===== src/rtl/otp_port_pkg.sv =====
package otp_port_pkg;
  localparam int LANE_W = 8;
  localparam int WORD_W = 2 * LANE_W;

  typedef enum logic [2:0] {
    OM_STANDBY,
    OM_INHIBIT,
    OM_DISABLE,
    OM_PROGRAM,
    OM_READ,
    OM_VERIFY,
    OM_IDENT
  } otp_mode_e;

  // Top bit becomes the parity bit so the whole word has odd parity.
  function automatic logic [WORD_W-1:0] seal_odd(input logic [WORD_W-1:0] v);
    return {~^v[WORD_W-2:0], v[WORD_W-2:0]};
  endfunction

  function automatic logic [LANE_W-1:0] pick_half(input logic [WORD_W-1:0] w,
                                                  input logic hi);
    return hi ? w[WORD_W-1:LANE_W] : w[LANE_W-1:0];
  endfunction
endpackage


===== src/rtl/otp_mode_decode.sv =====
module otp_mode_decode
  import otp_port_pkg::*;
#(
  parameter int ADDR_W = 17,
  parameter int ID_BIT = 9
) (
  input  logic              chip_sel_n,
  input  logic              out_en_n,
  input  logic              vpp_on,
  input  logic              hv_id,
  input  logic [ADDR_W-1:0] addr,
  output otp_mode_e         mode,
  output logic              id_hit,
  output logic              drive_en
);
  localparam logic [ADDR_W-1:0] ID_MASK =
    ~((ADDR_W'(1) << ID_BIT) | ADDR_W'(1));

  always_comb begin
    id_hit = hv_id && ((addr & ID_MASK) == '0);
    if (chip_sel_n)
      mode = vpp_on ? OM_INHIBIT : OM_STANDBY;
    else if (out_en_n)
      mode = vpp_on ? OM_PROGRAM : OM_DISABLE;
    else if (id_hit)
      mode = OM_IDENT;
    else
      mode = vpp_on ? OM_VERIFY : OM_READ;
    drive_en = (mode == OM_READ) || (mode == OM_VERIFY) || (mode == OM_IDENT);
  end
endmodule


===== src/rtl/otp_cell_array.sv =====
module otp_cell_array #(
  parameter int AW = 6,
  parameter int DW = 16
) (
  input  logic          clk,
  input  logic          rst_n,
  input  logic          wr_en,
  input  logic [AW-1:0] wr_idx,
  input  logic [DW-1:0] wr_mask,
  input  logic [AW-1:0] rd_idx,
  output logic [DW-1:0] rd_word
);
  localparam int DEPTH = 1 << AW;

  logic [DW-1:0] cells [DEPTH];

  always_ff @(posedge clk or negedge rst_n) begin
    if (!rst_n) begin
      for (int i = 0; i < DEPTH; i++) cells[i] <= '1;
    end else if (wr_en) begin
      cells[wr_idx] <= cells[wr_idx] & wr_mask;
    end
  end

  assign rd_word = cells[rd_idx];
endmodule


===== src/rtl/otp_lane_steer.sv =====
module otp_lane_steer
  import otp_port_pkg::*;
(
  input  logic              drive_en,
  input  logic              byte_mode,
  input  logic              hi_sel,
  input  logic [WORD_W-1:0] word,
  output logic [WORD_W-1:0] dq_o,
  output logic [WORD_W-1:0] dq_oe
);
  localparam int LANES = WORD_W / LANE_W;

  for (genvar g = 0; g < LANES; g++) begin : g_lane
    logic [LANE_W-1:0] lane_val;
    logic              lane_on;
    if (g == 0) begin : g_low
      assign lane_val = byte_mode ? pick_half(word, hi_sel)
                                  : word[LANE_W-1:0];
      assign lane_on  = drive_en;
    end else begin : g_high
      assign lane_val = word[g*LANE_W +: LANE_W];
      assign lane_on  = drive_en && !byte_mode;
    end
    assign dq_o [g*LANE_W +: LANE_W] = lane_on ? lane_val : '0;
    assign dq_oe[g*LANE_W +: LANE_W] = {LANE_W{lane_on}};
  end
endmodule


===== src/rtl/otp_dual_port.sv =====
module otp_dual_port
  import otp_port_pkg::*;
#(
  parameter int              ADDR_W   = 17,
  parameter int              ARR_AW   = 6,
  parameter int              ID_BIT   = 9,
  parameter logic [15:0]     MFR_CODE = 16'h00C2,
  parameter logic [15:0]     DEV_CODE = 16'h0122
) (
  input  logic              clk,
  input  logic              rst_n,
  input  logic              chip_sel_n,
  input  logic              out_en_n,
  input  logic              byte_mode,
  input  logic [ADDR_W-1:0] addr,
  input  logic              lsb_addr,
  input  logic              hv_id,
  input  logic              vpp_on,
  input  logic              prog_strobe,
  input  logic [15:0]       din,
  output logic [15:0]       dq_o,
  output logic [15:0]       dq_oe
);
  otp_mode_e         mode;
  logic              id_hit;
  logic              drive_en;
  logic              strobe_q;
  logic              strobe_rise;
  logic              wr_fire;
  logic              ident_on;
  logic [ARR_AW-1:0] cell_idx;
  logic [WORD_W-1:0] cell_word;
  logic [WORD_W-1:0] id_word;
  logic [WORD_W-1:0] src_word;

  otp_mode_decode #(.ADDR_W(ADDR_W), .ID_BIT(ID_BIT)) u_dec (
    .chip_sel_n(chip_sel_n),
    .out_en_n  (out_en_n),
    .vpp_on    (vpp_on),
    .hv_id     (hv_id),
    .addr      (addr),
    .mode      (mode),
    .id_hit    (id_hit),
    .drive_en  (drive_en)
  );

  always_ff @(posedge clk or negedge rst_n) begin
    if (!rst_n) strobe_q <= 1'b0;
    else        strobe_q <= prog_strobe;
  end

  assign strobe_rise = prog_strobe && !strobe_q;
  assign wr_fire     = (mode == OM_PROGRAM) && strobe_rise;
  assign ident_on    = (mode == OM_IDENT);
  assign cell_idx    = addr[ARR_AW-1:0];

  otp_cell_array #(.AW(ARR_AW), .DW(WORD_W)) u_arr (
    .clk    (clk),
    .rst_n  (rst_n),
    .wr_en  (wr_fire),
    .wr_idx (cell_idx),
    .wr_mask(din),
    .rd_idx (cell_idx),
    .rd_word(cell_word)
  );

  assign id_word  = seal_odd(addr[0] ? DEV_CODE : MFR_CODE);
  assign src_word = ident_on ? id_word : cell_word;

  otp_lane_steer u_steer (
    .drive_en (drive_en),
    .byte_mode(byte_mode),
    .hi_sel   (lsb_addr),
    .word     (src_word),
    .dq_o     (dq_o),
    .dq_oe    (dq_oe)
  );
endmodule


===== config.mk =====
export PLATFORM = sky130hd
export DESIGN_NAME = otp_dual_port
export DESIGN_NICKNAME = d
export VERILOG_FILES = /design/src/rtl/otp_port_pkg.sv /design/src/rtl/otp_mode_decode.sv /design/src/rtl/otp_cell_array.sv /design/src/rtl/otp_lane_steer.sv /design/src/rtl/otp_dual_port.sv
export SDC_FILE = /design/constraint.sdc
export NUM_CORES = 2
export LEC_CHECK = 0
export CAP_MARGIN = 15
export CELL_PAD_IN_SITES_DETAIL_PLACEMENT = 0
export CELL_PAD_IN_SITES_GLOBAL_PLACEMENT = 2
export CORE_MARGIN = 8
export CORE_UTILIZATION = 38
export CTS_CLUSTER_DIAMETER = 200
export DETAILED_ROUTE_END_ITERATION = 16
export PLACE_DENSITY = 0.85
export SYNTH_ARGS = -nofsm -noshare
export SYNTH_HDL_FRONTEND = slang
export SYNTH_SLANG_ARGS = --single-unit

===== constraint.sdc =====
create_clock -name clk -period 3.5 [get_ports clk]
set_clock_uncertainty 0.1 [all_clocks]
set_input_delay 0.7 -clock clk [delete_from_list [all_inputs] [get_ports clk]]
set_output_delay 0.7 -clock clk [all_outputs]
set_load 0.01 [all_outputs]

==> impl_metrics.toml <==
[drt]
wl_per_cell_um = 26.57
wl_um = 175300
first_pass_iters = 5
via_per_inst = 5.601
drc = 0
num_vias = 36950
initialDrtViolationCount = 3316
antenna_left = 0

[power_and_ir_drop]
ir_worst_vdd_uv = 344.9
total_power_uw = 26810
switching_share_pct = 25.01
seqPwrFrac_pct = 45.0
power.switching_uw = 6706
combPwrFrac_pct = 10.1
p_int_uw = 20110
pwr-share-clk_pct = 44.9
power_density_nw_per_um2 = 444.0
leakage_uw = 0.02261

[final_layout]
drive_gt1_share_pct = 50.33
syn2layout_area_growth_pct = 27.05
instances_no_fill = 6597
final_nets = 4902
final_cell_mix = "nand2_1, dfstp_2, o21ai_0, buf_4, mux2_2"
fin_util_pct = 48.72
layout_commonest_cell = "nand2_1"

[critical_path]
cp_max_fo = 11
cp.required_ns = 2.70
critPathKind = "in2out"
crit_chain = "buf_16 > buf_12 > buf_12 > buf_4 > buf_4 > buf_4 > buf_4 > mux2i_1 > a22oi_1 > nand2_1 > a2111oi_0 > a211o_1 > buf_2"
cpMaxStageDelayCell = "a2111oi_0"
worst_setup_path_end_kind = "output pin"
cp_slowest_stage_delay_ns = 0.57
critPathMostFrequentCell = "buf_4"
worstSetupStartpointType = "primary input"
cp.arrival_ns = 3.16

[min_path]
hold_class = "in2async"

[clock_network]
htreeDepth = 3
cts_max_path_buffers = 3
hold_buffers = 0
insertion_delay_ns = 0.74
clock_sinks = 1025
clockRootBuffer = "clkbuf_16"
clkTransAtPathRegs_ns = 0.06
cts_tree = "yes"
cts_buffers = 111

[floorplan]
io_pins = 74
core-area_um2 = 124000
rows = 129
dieArea_um2 = 136700
die_h_um = 369.7
die_w_um = 369.7
initial_core_util_pct = 38.35

[sta]
min_period_over_period_pct = 113.0
tns_ns = -4.248
drv_slew = 0
finalHoldViolCount = 0
finalWorstSetupSlack_ns = -0.4551
max_freq_mhz = 252.8
rsz0062_at_grt = "true"
period_needed_ns = 3.955
setup_viol = 16
worstMarginPinSlew_ns = 0.7469
maxSlewHeadroom_pct = 50.21

[synth]
synth_nets = 4488
synth_edf_count = 0
yosysSeqAreaShare_pct = 56.66
synth_cells = 4446
syn_area_per_cell_um2 = 10.69
async_reset_ff_share_pct = 100.0
synth.distinct_cells = 72
synth_area_um2 = 47530
ys_ff_latch = 1025
synth_warnings = 0
ys.flop_type = "dfstp_2"

[global_routing]
antenna_found_initial = 7
grt_first_pass_wirelength_um = 256600
grt_pass1_vias = 36180
grt_max_degree = 124
grt.overflow.total = 0
track_usage_pct = 25.17

[placement]
dp.cells = 6307
routabilityCongestion = 0.9757
port_buffers = 72
place_hpwl_um = 119200
dp_slack_ns = -1.649

[outcome]
status = "finished with violations"
failed_checks = "negative setup slack"

[flow_run]
maxCapViolations = 0
worst max-delay path: cells and delay by family:
family                 cells  cell delay [ns]
muxes                      1             0.12
AOI/OAI and AO/OA          3             0.99
and+or+nand+nor            1             0.17
buffers and inverters      8             1.14
per-layer routing:
metal  GRT usage [%]  up-vias  share of wire, %
met1           34.78    18720                43
met3           6.240      357               8.6
li1                -    16430                 -
met4           10.13        2               4.6
met2           37.91     1437                44
met5               0        -            0.0074
what timing repair did:
item                       in CTS  in global routing
pin swaps                      70                 58
buffers inserted               52                 29
setup endpoints to repair      17                 16
hold endpoints to repair        0                  0
gates resized for setup       371                106
gates cloned                    9                  1
cell usage after synthesis (8+ instances only):
cell       instances  area (µm²)
nand2_1         1060        3979
dfstp_2         1024       26910
o21ai_0          871        4359
clkbuf_1         300        1126
mux2_2           191        2151
mux4_2            99        2230
mux2i_1           94       940.9
o22ai_1           79       494.2
nor2_1            77       289.0
o21ai_2           60       525.5
a21oi_1           54       270.3
buf_6             54       608.1
o221ai_1          53       464.2
a22oi_1           42       315.3
buf_4             36       270.3
a221oi_1          32       280.3
buf_2             30       150.1
nand3_1           29       145.1
nor2b_1           19       118.9
nor3_1            19       95.09
a211oi_1          17       127.6
nand2b_1          13       81.33
a31oi_1           12       75.07
clkbuf_2          12       60.06
o2bb2ai_1         11       96.34
a22o_1             9       78.83
o22a_1             9       78.83
or3b_2             8       70.07
power by group through the flow:
| stage | Clock (µW) | Combinational (µW) | Sequential, µW |
|---|---|---|---|
| finish | 12000 | 2700 | 12100 |
| global route | 12700 | 2800 | 12100 |
| CTS | 12200 | 2590 | 12100 |
| detailed placement | 0 | 2340 | 12200 |
| global placement | 0 | 2330 | 12200 |
| floorplan | 0 | 881 | 12200 |
sequential cells by signal (all words and copies together), names as in the netlist:
signal / flops
u_arr.cells: 1024
strobe_q: 1
layout make-up:
class / count / area (µm²)
inverters: 7 / 30.03
fillers: 11250 / 63570
multi-input cells: 2968 / 19630
diodes: 7 / 17.52
well taps: 1637 / 2048
clock inverters: 40 / 410.4
repair buffers: 747 / 8010
clock buffers: 166 / 3318
flip-flops and latches: 1025 / 26930
per-stage QoR:
| stage | instance area, µm² | hold slack (ns) |
|---|---|---|
| after CTS | 59730 | 0.04564 |
| after detailed placement | 54020 | 0.3622 |
| after global routing | 60380 | 0.1043 |
| after floorplan | 47540 | 0.3044 |
| after global placement | 54010 | 0.3585 |
| final | 60390 | 0.06583 |
cell families after synthesis:
logic type | share of synthesized area, %
muxes | 11.22
DFF | 56.66
AOI/OAI and AO/OA | 15.96
buffers and inverters | 5.133
and+or+nand+nor | 11.04
final timing paths:
| check | endpoint | cells past startpoint | startpoint | slack, ns |
|---|---|---|---|---|
| setup / recovery | dq_o[1] | 13 | addr[0] | -0.46 |
| hold / removal | u_arr.cells[395] | 1 | rst_n | 0.07 |
| setup reg to reg | u_arr.cells[932] | 9 | u_arr.cells[580] | 0.48 |
| hold reg to reg | u_arr.cells[367] | 2 | u_arr.cells[367] | 0.37 |
| max in group asynchronous | u_arr.cells[942] | 3 | rst_n | 2.36 |
| min in group clk | strobe_q | 1 | prog_strobe | 0.33 |
No activity file was read; power rests on OpenSTA's default activity.
